--- src/rtl/tod_alarm_pkg.sv ---
package tod_alarm_pkg;

  // Strobes sent from the control to the datapath
  typedef struct packed {
    logic evalEn;    // evaluate the comparison this cycle
    logic clearOut;  // drop the match output this cycle
  } ctrlStrb_t;

endpackage

--- src/rtl/tod_alarm_ctrl.sv ---
module tod_alarm_ctrl
  import tod_alarm_pkg::*;
(
  input  logic      clk,
  input  logic      rstN,
  input  logic      updDone,
  output ctrlStrb_t strb
);

  logic updPrev;

  always_ff @(posedge clk or negedge rstN) begin
    if (!rstN) updPrev <= 1'b0;
    else       updPrev <= updDone;
  end

  always_comb begin
    strb.evalEn   = updDone & ~updPrev;
    strb.clearOut = ~strb.evalEn;
  end

endmodule

--- src/rtl/tod_alarm_dp.sv ---
module tod_alarm_dp
  import tod_alarm_pkg::*;
#(
  parameter int FIELD_W    = 8,
  parameter int NUM_FIELDS = 3,
  parameter int WILD_BITS  = 2
) (
  input  logic                                clk,
  input  logic                                rstN,
  input  ctrlStrb_t                           strb,
  input  logic [NUM_FIELDS-1:0][FIELD_W-1:0]  curVal,
  input  logic [NUM_FIELDS-1:0][FIELD_W-1:0]  almVal,
  output logic                                matchQ
);

  localparam int WILD_LO = FIELD_W - WILD_BITS;

  logic [NUM_FIELDS-1:0] fieldHit;
  logic                  allHit;

  for (genvar f = 0; f < NUM_FIELDS; f++) begin : g_field
    logic isWild;
    assign isWild      = &almVal[f][FIELD_W-1:WILD_LO];
    assign fieldHit[f] = isWild | (almVal[f] == curVal[f]);
  end

  assign allHit = &fieldHit;

  always_ff @(posedge clk or negedge rstN) begin
    if (!rstN)              matchQ <= 1'b0;
    else if (strb.clearOut) matchQ <= 1'b0;
    else if (strb.evalEn)   matchQ <= allHit;
  end

endmodule

--- src/rtl/tod_alarm_cmp.sv ---
module tod_alarm_cmp
  import tod_alarm_pkg::*;
(
  input  logic       clk,
  input  logic       rstN,
  input  logic       updDone,
  input  logic [7:0] curSec,
  input  logic [7:0] curMin,
  input  logic [7:0] curHour,
  input  logic [7:0] almSec,
  input  logic [7:0] almMin,
  input  logic [7:0] almHour,
  output logic       matchPulse
);

  localparam int FIELD_W    = 8;
  localparam int NUM_FIELDS = 3;

  ctrlStrb_t                          strb;
  logic [NUM_FIELDS-1:0][FIELD_W-1:0] curVal;
  logic [NUM_FIELDS-1:0][FIELD_W-1:0] almVal;

  assign curVal = {curHour, curMin, curSec};
  assign almVal = {almHour, almMin, almSec};

  tod_alarm_ctrl u_ctrl (
    .clk     (clk),
    .rstN    (rstN),
    .updDone (updDone),
    .strb    (strb)
  );

  tod_alarm_dp #(
    .FIELD_W    (FIELD_W),
    .NUM_FIELDS (NUM_FIELDS),
    .WILD_BITS  (2)
  ) u_dp (
    .clk    (clk),
    .rstN   (rstN),
    .strb   (strb),
    .curVal (curVal),
    .almVal (almVal),
    .matchQ (matchPulse)
  );

endmodule

--- config.mk ---
export PLATFORM = sky130hd
export DESIGN_NAME = tod_alarm_cmp
export DESIGN_NICKNAME = d
export VERILOG_FILES = /design/src/rtl/tod_alarm_pkg.sv /design/src/rtl/tod_alarm_ctrl.sv /design/src/rtl/tod_alarm_dp.sv /design/src/rtl/tod_alarm_cmp.sv
export SDC_FILE = /design/constraint.sdc
export NUM_CORES = 1
export LEC_CHECK = 0
export BUFFER_PORTS_ARGS = -buffer_cell sky130_fd_sc_hd__buf_2
export CAP_MARGIN = 20
export CORE_AREA = 5 5 42 44
export CTS_CLUSTER_SIZE = 20
export DETAILED_ROUTE_END_ITERATION = 12
export DIE_AREA = 0 0 47 49
export GPL_TIMING_DRIVEN = 0
export PLACE_DENSITY = 0.74
export SLEW_MARGIN = 25
export SYNTH_ARGS = -nofsm -noshare
export SYNTH_HDL_FRONTEND = slang
export SYNTH_HIERARCHICAL = 1
export SYNTH_SLANG_ARGS = --single-unit
--- constraint.sdc ---
create_clock -name clk -period 1.05 [get_ports clk]
set_input_delay 0.2625 -clock clk [delete_from_list [all_inputs] [get_ports clk]]
set_output_delay 0.2625 -clock clk [all_outputs]
set_load 0.02 [all_outputs]
# ---- Yosys cells after proc, flatten, opt, wreduce, memory -nomap -nowiden
# Cells that the tools add are included.
dict set report word_totals {
  inputBits 51
  out_inout_bits 1
  register_bits 2
  elab_cells 15
}
dict set report classes {
  n_reduce_logical 4
  n_bitwise 5
  n_mux 1
  eq_ne 3
}
# cell count
set op_table {}
lappend op_table {{$eq A8 B8 Y1} 3}
lappend op_table {{$reduce_and A2 Y1} 3}
lappend op_table {{$or A1 B1 Y1} 3}
lappend op_table {{$reduce_and A3 Y1} 1}
lappend op_table {{$and A1 B1 Y1} 1}
lappend op_table {{$mux W1} 1}
lappend op_table {{$not A1 Y1} 1}

# ---- Depth between registers and ports, before layout
# Gate-level depths: netlist of the first run.
dict set report depth {
  depth_word 4
  mapped_depth 4
  ltp_nobuf 4
}

# ---- Modules after synthesis
# Netlist of the first run, hierarchy kept.
# module area_each_um2 cells_each seq_area_each_um2 n_inst
set by_module_without_submodules {}
lappend by_module_without_submodules {tod_alarm_dp 325.3 38 25.0 1}
lappend by_module_without_submodules {tod_alarm_ctrl 37.5 3 25.0 1}

# ---- Least setup slack after synthesis of the first run
# Ideal clock, no wire load.
dict set report synth_timing {
  path_kind {input -> register}
  from {in curMin[4]}
  to {reg u_dp.matchQ}
  path_stages 4
  t_required_ps 947
  arrival_ps 1071
  slack_ps -124
  setup_time_ps 103
  cell_sequence {xor2_1 nor4_1 a22oi_1 o41ai_2}
}
dict set report synth_between {
  elab_chain_cells 4
}
# element line_no
set synth_rtl {}
lappend synth_rtl {{from (decl)} tod_alarm_cmp.sv:8} ;# input logic [7:0] curMin,
lappend synth_rtl {{$eq A8 B8 Y1} tod_alarm_dp.sv:24} ;# assign fieldHit[f] = isWild | (almVal[f] == curVal[f]);
lappend synth_rtl {{$or A1 B1 Y1} tod_alarm_dp.sv:24}
lappend synth_rtl {{$reduce_and A3 Y1} tod_alarm_dp.sv:27} ;# assign allHit = &fieldHit;
lappend synth_rtl {{$mux W1} tod_alarm_dp.sv:31} ;# else if (strb.clearOut) matchQ <= 1'b0;
lappend synth_rtl {{to (signal assigned)} tod_alarm_dp.sv:32} ;# else if (strb.evalEn) matchQ <= allHit;
lappend synth_rtl {{to (decl)} tod_alarm_dp.sv:13} ;# output logic matchQ
# Every way passes these cells.

# ---- Worst setup path after layout of the first run
dict set report layout_timing {
  from {in curSec[3]}
  to {reg u_dp.matchQ}
}
dict set report layout_between {
  elab_chain_cells 4
}
# element line_no
set layout_rtl {}
lappend layout_rtl {{from (decl)} tod_alarm_cmp.sv:7} ;# input logic [7:0] curSec,
lappend layout_rtl {{$eq A8 B8 Y1} tod_alarm_dp.sv:24}
lappend layout_rtl {{$or A1 B1 Y1} tod_alarm_dp.sv:24}
lappend layout_rtl {{$reduce_and A3 Y1} tod_alarm_dp.sv:27}
lappend layout_rtl {{$mux W1} tod_alarm_dp.sv:31}
# Every way passes these cells.

==> results of run 1 <==
-- cell families after synthesis --
group,Yosys count,share of synthesized area
xor gates and xnor gates,24,0.579
AOI/OAI and AO/OA,4,0.107
and+or+nand+nor,11,0.176
DFF,2,0.138
-- flip-flops by register name, indices dropped and copies added, names as in the netlist --
signal and flops:
u_dp/matchQ 1, u_ctrl/updPrev 1
-- timing repair --
| action | 4_1_cts | 5_1_grt |
|---|---|---|
| gates resized for setup | 2 | 4 |
| pin swaps | 1 | 0 |
| setup endpoints to repair | 1 | 2 |
| gates cloned | 0 | 0 |
| hold buffers | 1 | 0 |
| hold endpoints to repair | 2 | 0 |
-- power groups by stage --
| stage | sequential, µW | combinational [µW] | clock [µW] |
|---|---|---|---|
| floorplan | 81.2 | 75.8 | 0 |
| global placement | 81.2 | 187 | 0 |
| detailed placement | 81.6 | 194 | 0 |
| CTS | 80.8 | 202 | 177 |
| global route | 80.8 | 227 | 193 |
| finish | 80.8 | 206 | 166 |
-- layout make-up --
type | instances | share of cell area
Clock buffer | 3 | 0.0321
Multi-Input combinational cell | 39 | 0.463
Sequential cell | 2 | 0.0713
Tap cell | 16 | 0.0285
Timing Repair Buffer | 52 | 0.405
-- metal layers --
layer  up-vias  track usage  wire length (µm)
met5         -            0                 0
met3         0       0.0480               258
li1        254            -                 -
met2        41        0.163               501
met4         0       0.0276                 0
met1       201       0.0991               359
-- through the flow --
stage / cell area (µm²) / cells / TNS (ps) / setup WS (ps) / total power [µW]
6_report: 702 / 112 / -68.6 / -68.6 / 454
5_1_grt: 702 / 112 / -139 / -139 / 502
4_1_cts: 683 / 112 / -109 / -109 / 460
3_5_place_dp: 638 / 108 / -359 / -359 / 275
3_3_place_gp: 638 / 108 / -329 / -329 / 268
2_1_floorplan: 363 / 41 / -101 / -101 / 157
-- layout by cell type, fill, tap and decap left out --
cell type | Yosys | layout
dfrtp_1 | 2 | 2
nor2b_1 | 1 | 1
nand2_1 | 1 | 1
a22oi_1 | 3 | 3
buf_2 | 0 | 48
clkbuf_4 | 0 | 3
nor4_2 | 0 | 2
xor2_1 | 24 | 24
nor4_1 | 6 | 4
dlygate4sd3_1 | 0 | 1
buf_6 | 0 | 3
nand2b_1 | 2 | 2
o41ai_2 | 1 | 1
nor2_1 | 1 | 1
-- worst max-delay path, stage by stage --
cell,delay (ps)
buf_6,90
xor2_1,160
nor4_2,290
a22oi_1,120
o41ai_2,320
-- worst max path at each step --
stage          startpoint                       to  slack [ps]  cells past startpoint
2_1_floorplan   curSec[2]  u_dp/matchQ$_DFFE_PN0P_        -100                      4
3_3_place_gp    curSec[2]  u_dp/matchQ$_DFFE_PN0P_        -330                      5
3_5_place_dp    curSec[2]  u_dp/matchQ$_DFFE_PN0P_        -360                      5
4_1_cts         curSec[3]  u_dp/matchQ$_DFFE_PN0P_        -110                      5
5_1_grt         curSec[3]  u_dp/matchQ$_DFFE_PN0P_        -140                      5
6_report        curSec[3]  u_dp/matchQ$_DFFE_PN0P_         -70                      5
==> impl_metrics.ini, run 1 <==
[layout]
multi_input_comb_area_um2 = 325
final_core_util = 0.501
nNetsFinal = 149
fillerInstances = 146
antenna-diode-count = 0
sequential_standard_cell_area_um2 = 50.0
post_route_cells_drive_above_1_share = 0.594
layout-area-overhead-vs-synth_pct = 93.4

[pwr]
sw_frac_of_total = 0.276
ir_drop_mv = 0.490
share_seq_of_total_power = 0.178
total_switching_power_uw = 125
power_density_over_cell_area_mw_per_mm2 = 646
cell_internal_pwr_uw = 328
pwr-share-clk = 0.367
p_leak_uw = 0.000378
power.share.combinational = 0.455

[drt]
postRouteAntennaNets = 0
drt_first_iter_violations = 3
drcViolationCount = 0
wl_mm = 1.12
via_per_inst = 4.43
avgRoutedWirePerCell_um = 9.98
vias = 496
1st_pass_router_iterations = 2

[setup_path]
critical_setup_path_class = primary input to flop
arrival_ps = 1240
setup.worst_path.end_class = flop
worst_r2r_path_depth = 3
reg2reg_from = u_ctrl/updPrev$_DFF_PN0_
worst-endpoint-required_ps = 1170
startpoint_type = primary input
worstReg2RegEnd = u_dp/matchQ$_DFFE_PN0P_
critical_path.max_fanout = 1
setup.reg_to_reg.worst_slack_ps = -40

[synthesis]
synth.distinct_cells = 9
syn_avg_cell_area_um2 = 8.85
synth_area_leaders = xor2_1, dfrtp_1, nor4_1
yosys.area.top_type_share = 0.579
yosys.cell_count.top_type = xor2_1
yosys_register_bits = 2
synth-edff-count = 0
netlist_area_um2 = 363
postSynthNetCount = 92
syn-instance-count = 41
synth.yosys.warnings = 6
synth.cells.most_frequent = xor2_1, nor4_1, a22oi_1, dfrtp_1, nand2b_1
synthArstFlopShare = 1.00
synth_largest_area_cell = xor2_1
synthFlopType = dfrtp_1
synth_sequential_area_ratio = 0.138

[timing]
finalMaxSlewViolations = 0
post-route-period-util = 1.07
timing.slew.headroom = 0.831
rsz0062_at_grt = yes
worst_clock_skew_ps = 1.97
max_clock_freq_mhz = 894
final.min_clock_period_ps = 1120
tightestPinTransition_ps = 251
finalSetupViolCount = 1
timing_hold_violations_final = 0
timing.final.ws_setup_ps = -68.6
worst_hold_slack_ps = 180

[grt]
antenna_found_initial = 0
globalRouteTotalUtil = 0.0958
gr-total-overflow = 0
grt_pass1_vias = 478
grt_max_degree = 4
first_pass_grt_wire_length_mm = 1.63

[placement]
place.port_buffers = 51
gpl.final_weighted_congestion = 0.601
hpwlAfterDp_mm = 1.05

[outcome]
failed_checks = negative setup slack
status = finished, violations left

[min_path]
number_of_cells_on_the_worst_hold_path = 1
hp-class = primary input to flop
min_from = updDone
min_to = u_ctrl/updPrev$_DFF_PN0_

[floorplanning]
fp.dieArea_mm2 = 0.00230
num_io_pins = 52
placeableCoreArea_mm2 = 0.00140
floorplan.die.width_um = 47
die-height_um = 49
start_util = 0.259
num_rows = 14

[cts]
tritoncts_clock_tree = built
clk_path_buf_depth = 2
number_of_clock_buffers_inserted_by_tritoncts = 3
cts.htree.levels = 1
cts.reportedPaths.clkPinSlew_ps = 30
clock-root-buffer = clkbuf_4
cts_post_setup_buffers_inserted = 0
clock_latency_ps = 220
numClockSinks = 2

[job]
drv_cap = 0
Note: power is estimated with default switching activity, not from simulation.
==> run 2, diff against run 1 <==
--- a/config.mk
+++ b/config.mk
@@ -13,6 +13,7 @@
 export DIE_AREA = 0 0 47 49
 export GPL_TIMING_DRIVEN = 0
 export PLACE_DENSITY = 0.74
+export REMOVE_ABC_BUFFERS = 1
 export SLEW_MARGIN = 25
 export SYNTH_ARGS = -nofsm -noshare
 export SYNTH_HDL_FRONTEND = slang
==> run 2 against run 1 <==
Net effect:
- highest routed layer unchanged
- the run still ends with negative setup slack left
- combinational power is 4% lower
- worst hold slack worse by 2.5 ps
- cell count stayed put
- sequential cell count stayed put
- sequential power is 0.5% lower
- die area stayed put
- via count is 1.6% lower
- utilization is 1.8 points lower
- critical path type unchanged
- setup slack worse by 46 ps
==> impl_metrics.ini, run 2 (synthesis gave the netlist of run 1 again) <==
[outcome]
status = finished, violations left
failed_checks = negative setup slack

[floorplanning]
start_util = 0.259
die-height_um = 49
placeableCoreArea_mm2 = 0.00140
num_rows = 14
floorplan.die.width_um = 47
num_io_pins = 52
fp.dieArea_mm2 = 0.00230

[pwr]
power_density_over_cell_area_mw_per_mm2 = 654
ir_drop_mv = 0.598
pwr-share-clk = 0.370
power.share.combinational = 0.448
share_seq_of_total_power = 0.182
sw_frac_of_total = 0.268
total_switching_power_uw = 119
p_leak_uw = 0.000374
cell_internal_pwr_uw = 324
design_power_total_uw = 443

[min_path]
min_to = u_ctrl/updPrev$_DFF_PN0_
hp-class = primary input to flop
number_of_cells_on_the_worst_hold_path = 1
min_from = updDone

[timing]
worst_hold_slack_ps = 178
tightestPinTransition_ps = 271
timing_hold_violations_final = 0
post-route-period-util = 1.11
timing.final.ws_setup_ps = -115
worst_clock_skew_ps = 2.77
timing.slew.headroom = 0.817
rsz0062_at_grt = yes
max_clock_freq_mhz = 858
finalSetupViolCount = 1
finalMaxSlewViolations = 0
final.min_clock_period_ps = 1160

[cts]
clock_latency_ps = 220
clk_path_buf_depth = 2
clock-root-buffer = clkbuf_4
numClockSinks = 2
number_of_clock_buffers_inserted_by_tritoncts = 3
tritoncts_clock_tree = built
cts.reportedPaths.clkPinSlew_ps = 30
cts.htree.levels = 1

[layout]
fillerInstances = 147
nNetsFinal = 149
final_core_util = 0.483
largest_registers = u_ctrl/updPrev (1), u_dp/matchQ (1)
layout-area-overhead-vs-synth_pct = 86.6
post_route_cells_drive_above_1_share = 0.573
antenna-diode-count = 0
multi_input_comb_area_um2 = 313
mostFrequentLayoutCells = buf_2, xor2_1, nor4_1, clkbuf_4, a22oi_1
final_area_um2 = 677
layout.cells.most_common = buf_2
sequential_standard_cell_area_um2 = 50.0

[drt]
1st_pass_router_iterations = 1
wl_mm = 1.17
drt_first_iter_violations = 0
postRouteAntennaNets = 0
vias = 488
drcViolationCount = 0
avgRoutedWirePerCell_um = 10.4
via_per_inst = 4.36

[job]
drv_cap = 0

[placement]
place.port_buffers = 51
placedInstanceArea_um2 = 638
hpwlAfterDp_mm = 1.07
gpl.final_weighted_congestion = 0.658
pre_cts_slack_ps = -405

[grt]
grt_max_degree = 4
gr-total-overflow = 0
grt_pass1_vias = 458
globalRouteTotalUtil = 0.0949
antenna_found_initial = 0
first_pass_grt_wire_length_mm = 1.57

[setup_path]
critical_path.max_fanout = 2
arrival_ps = 1270
worst-endpoint-required_ps = 1150
setup.worst_path.end_class = flop
setup.reg_to_reg.worst_slack_ps = -70
reg2reg_from = u_ctrl/updPrev$_DFF_PN0_
critical_setup_path_class = primary input to flop
startpoint_type = primary input
worst_r2r_path_depth = 3
worstReg2RegEnd = u_dp/matchQ$_DFFE_PN0P_
## run 2: area by class of cell
class / instances / share of cell area
Tap cell: 16 / 0.0296
Clock buffer: 3 / 0.0333
Multi-Input combinational cell: 39 / 0.462
Timing Repair Buffer: 52 / 0.401
Sequential cell: 2 / 0.0739
## run 2: layer usage
metal | share of wire | GRT usage | up-vias | wire [µm]
li1 | - | - | 255 | -
met1 | 0.31 | 0.0744 | 212 | 364
met2 | 0.59 | 0.186 | 21 | 690
met3 | 0.095 | 0.0258 | 0 | 111
met4 | 0 | 0.0553 | 0 | 0
met5 | 0 | 0 | - | 0
## run 2: power groups by stage
stage	combinational (µW)	sequential, µW	clock, µW
3_5_place_dp	194	81.2	0
3_3_place_gp	187	81.1	0
6_report	198	80.4	164
4_1_cts	200	80.4	172
2_1_floorplan	75.8	81.2	0
5_1_grt	218	80.7	183
## run 2: worst max-delay path: stages
cell and delay, ps:
buf_2 110, xor2_1 150, nor4_1 300, a22oi_1 130, o41ai_2 310
## run 2: timing repair
action,CTS,global route
pin swaps,5,0
buffers inserted,0,0
setup endpoints to repair,1,1
hold buffers,1,0
gates resized for setup,1,0
endpoints found under the hold margin,2,0
## run 2: worst max-delay path by stage
stage / startpoint / to / cells past startpoint / slack (ps)
6_report: almHour[7] / u_dp/matchQ$_DFFE_PN0P_ / 5 / -110
2_1_floorplan: curMin[4] / u_dp/matchQ$_DFFE_PN0P_ / 4 / -120
5_1_grt: curSec[0] / u_dp/matchQ$_DFFE_PN0P_ / 5 / -220
3_3_place_gp: curMin[4] / u_dp/matchQ$_DFFE_PN0P_ / 5 / -360
3_5_place_dp: curMin[4] / u_dp/matchQ$_DFFE_PN0P_ / 5 / -410
4_1_cts: almSec[0] / u_dp/matchQ$_DFFE_PN0P_ / 5 / -140
## run 2: metrics by stage
stage               setup TNS [ps]  instances
floorplan                     -124         41
detailed placement            -405        108
global route                  -223        112
finish                        -115        112
CTS                           -138        112
global placement              -356        108
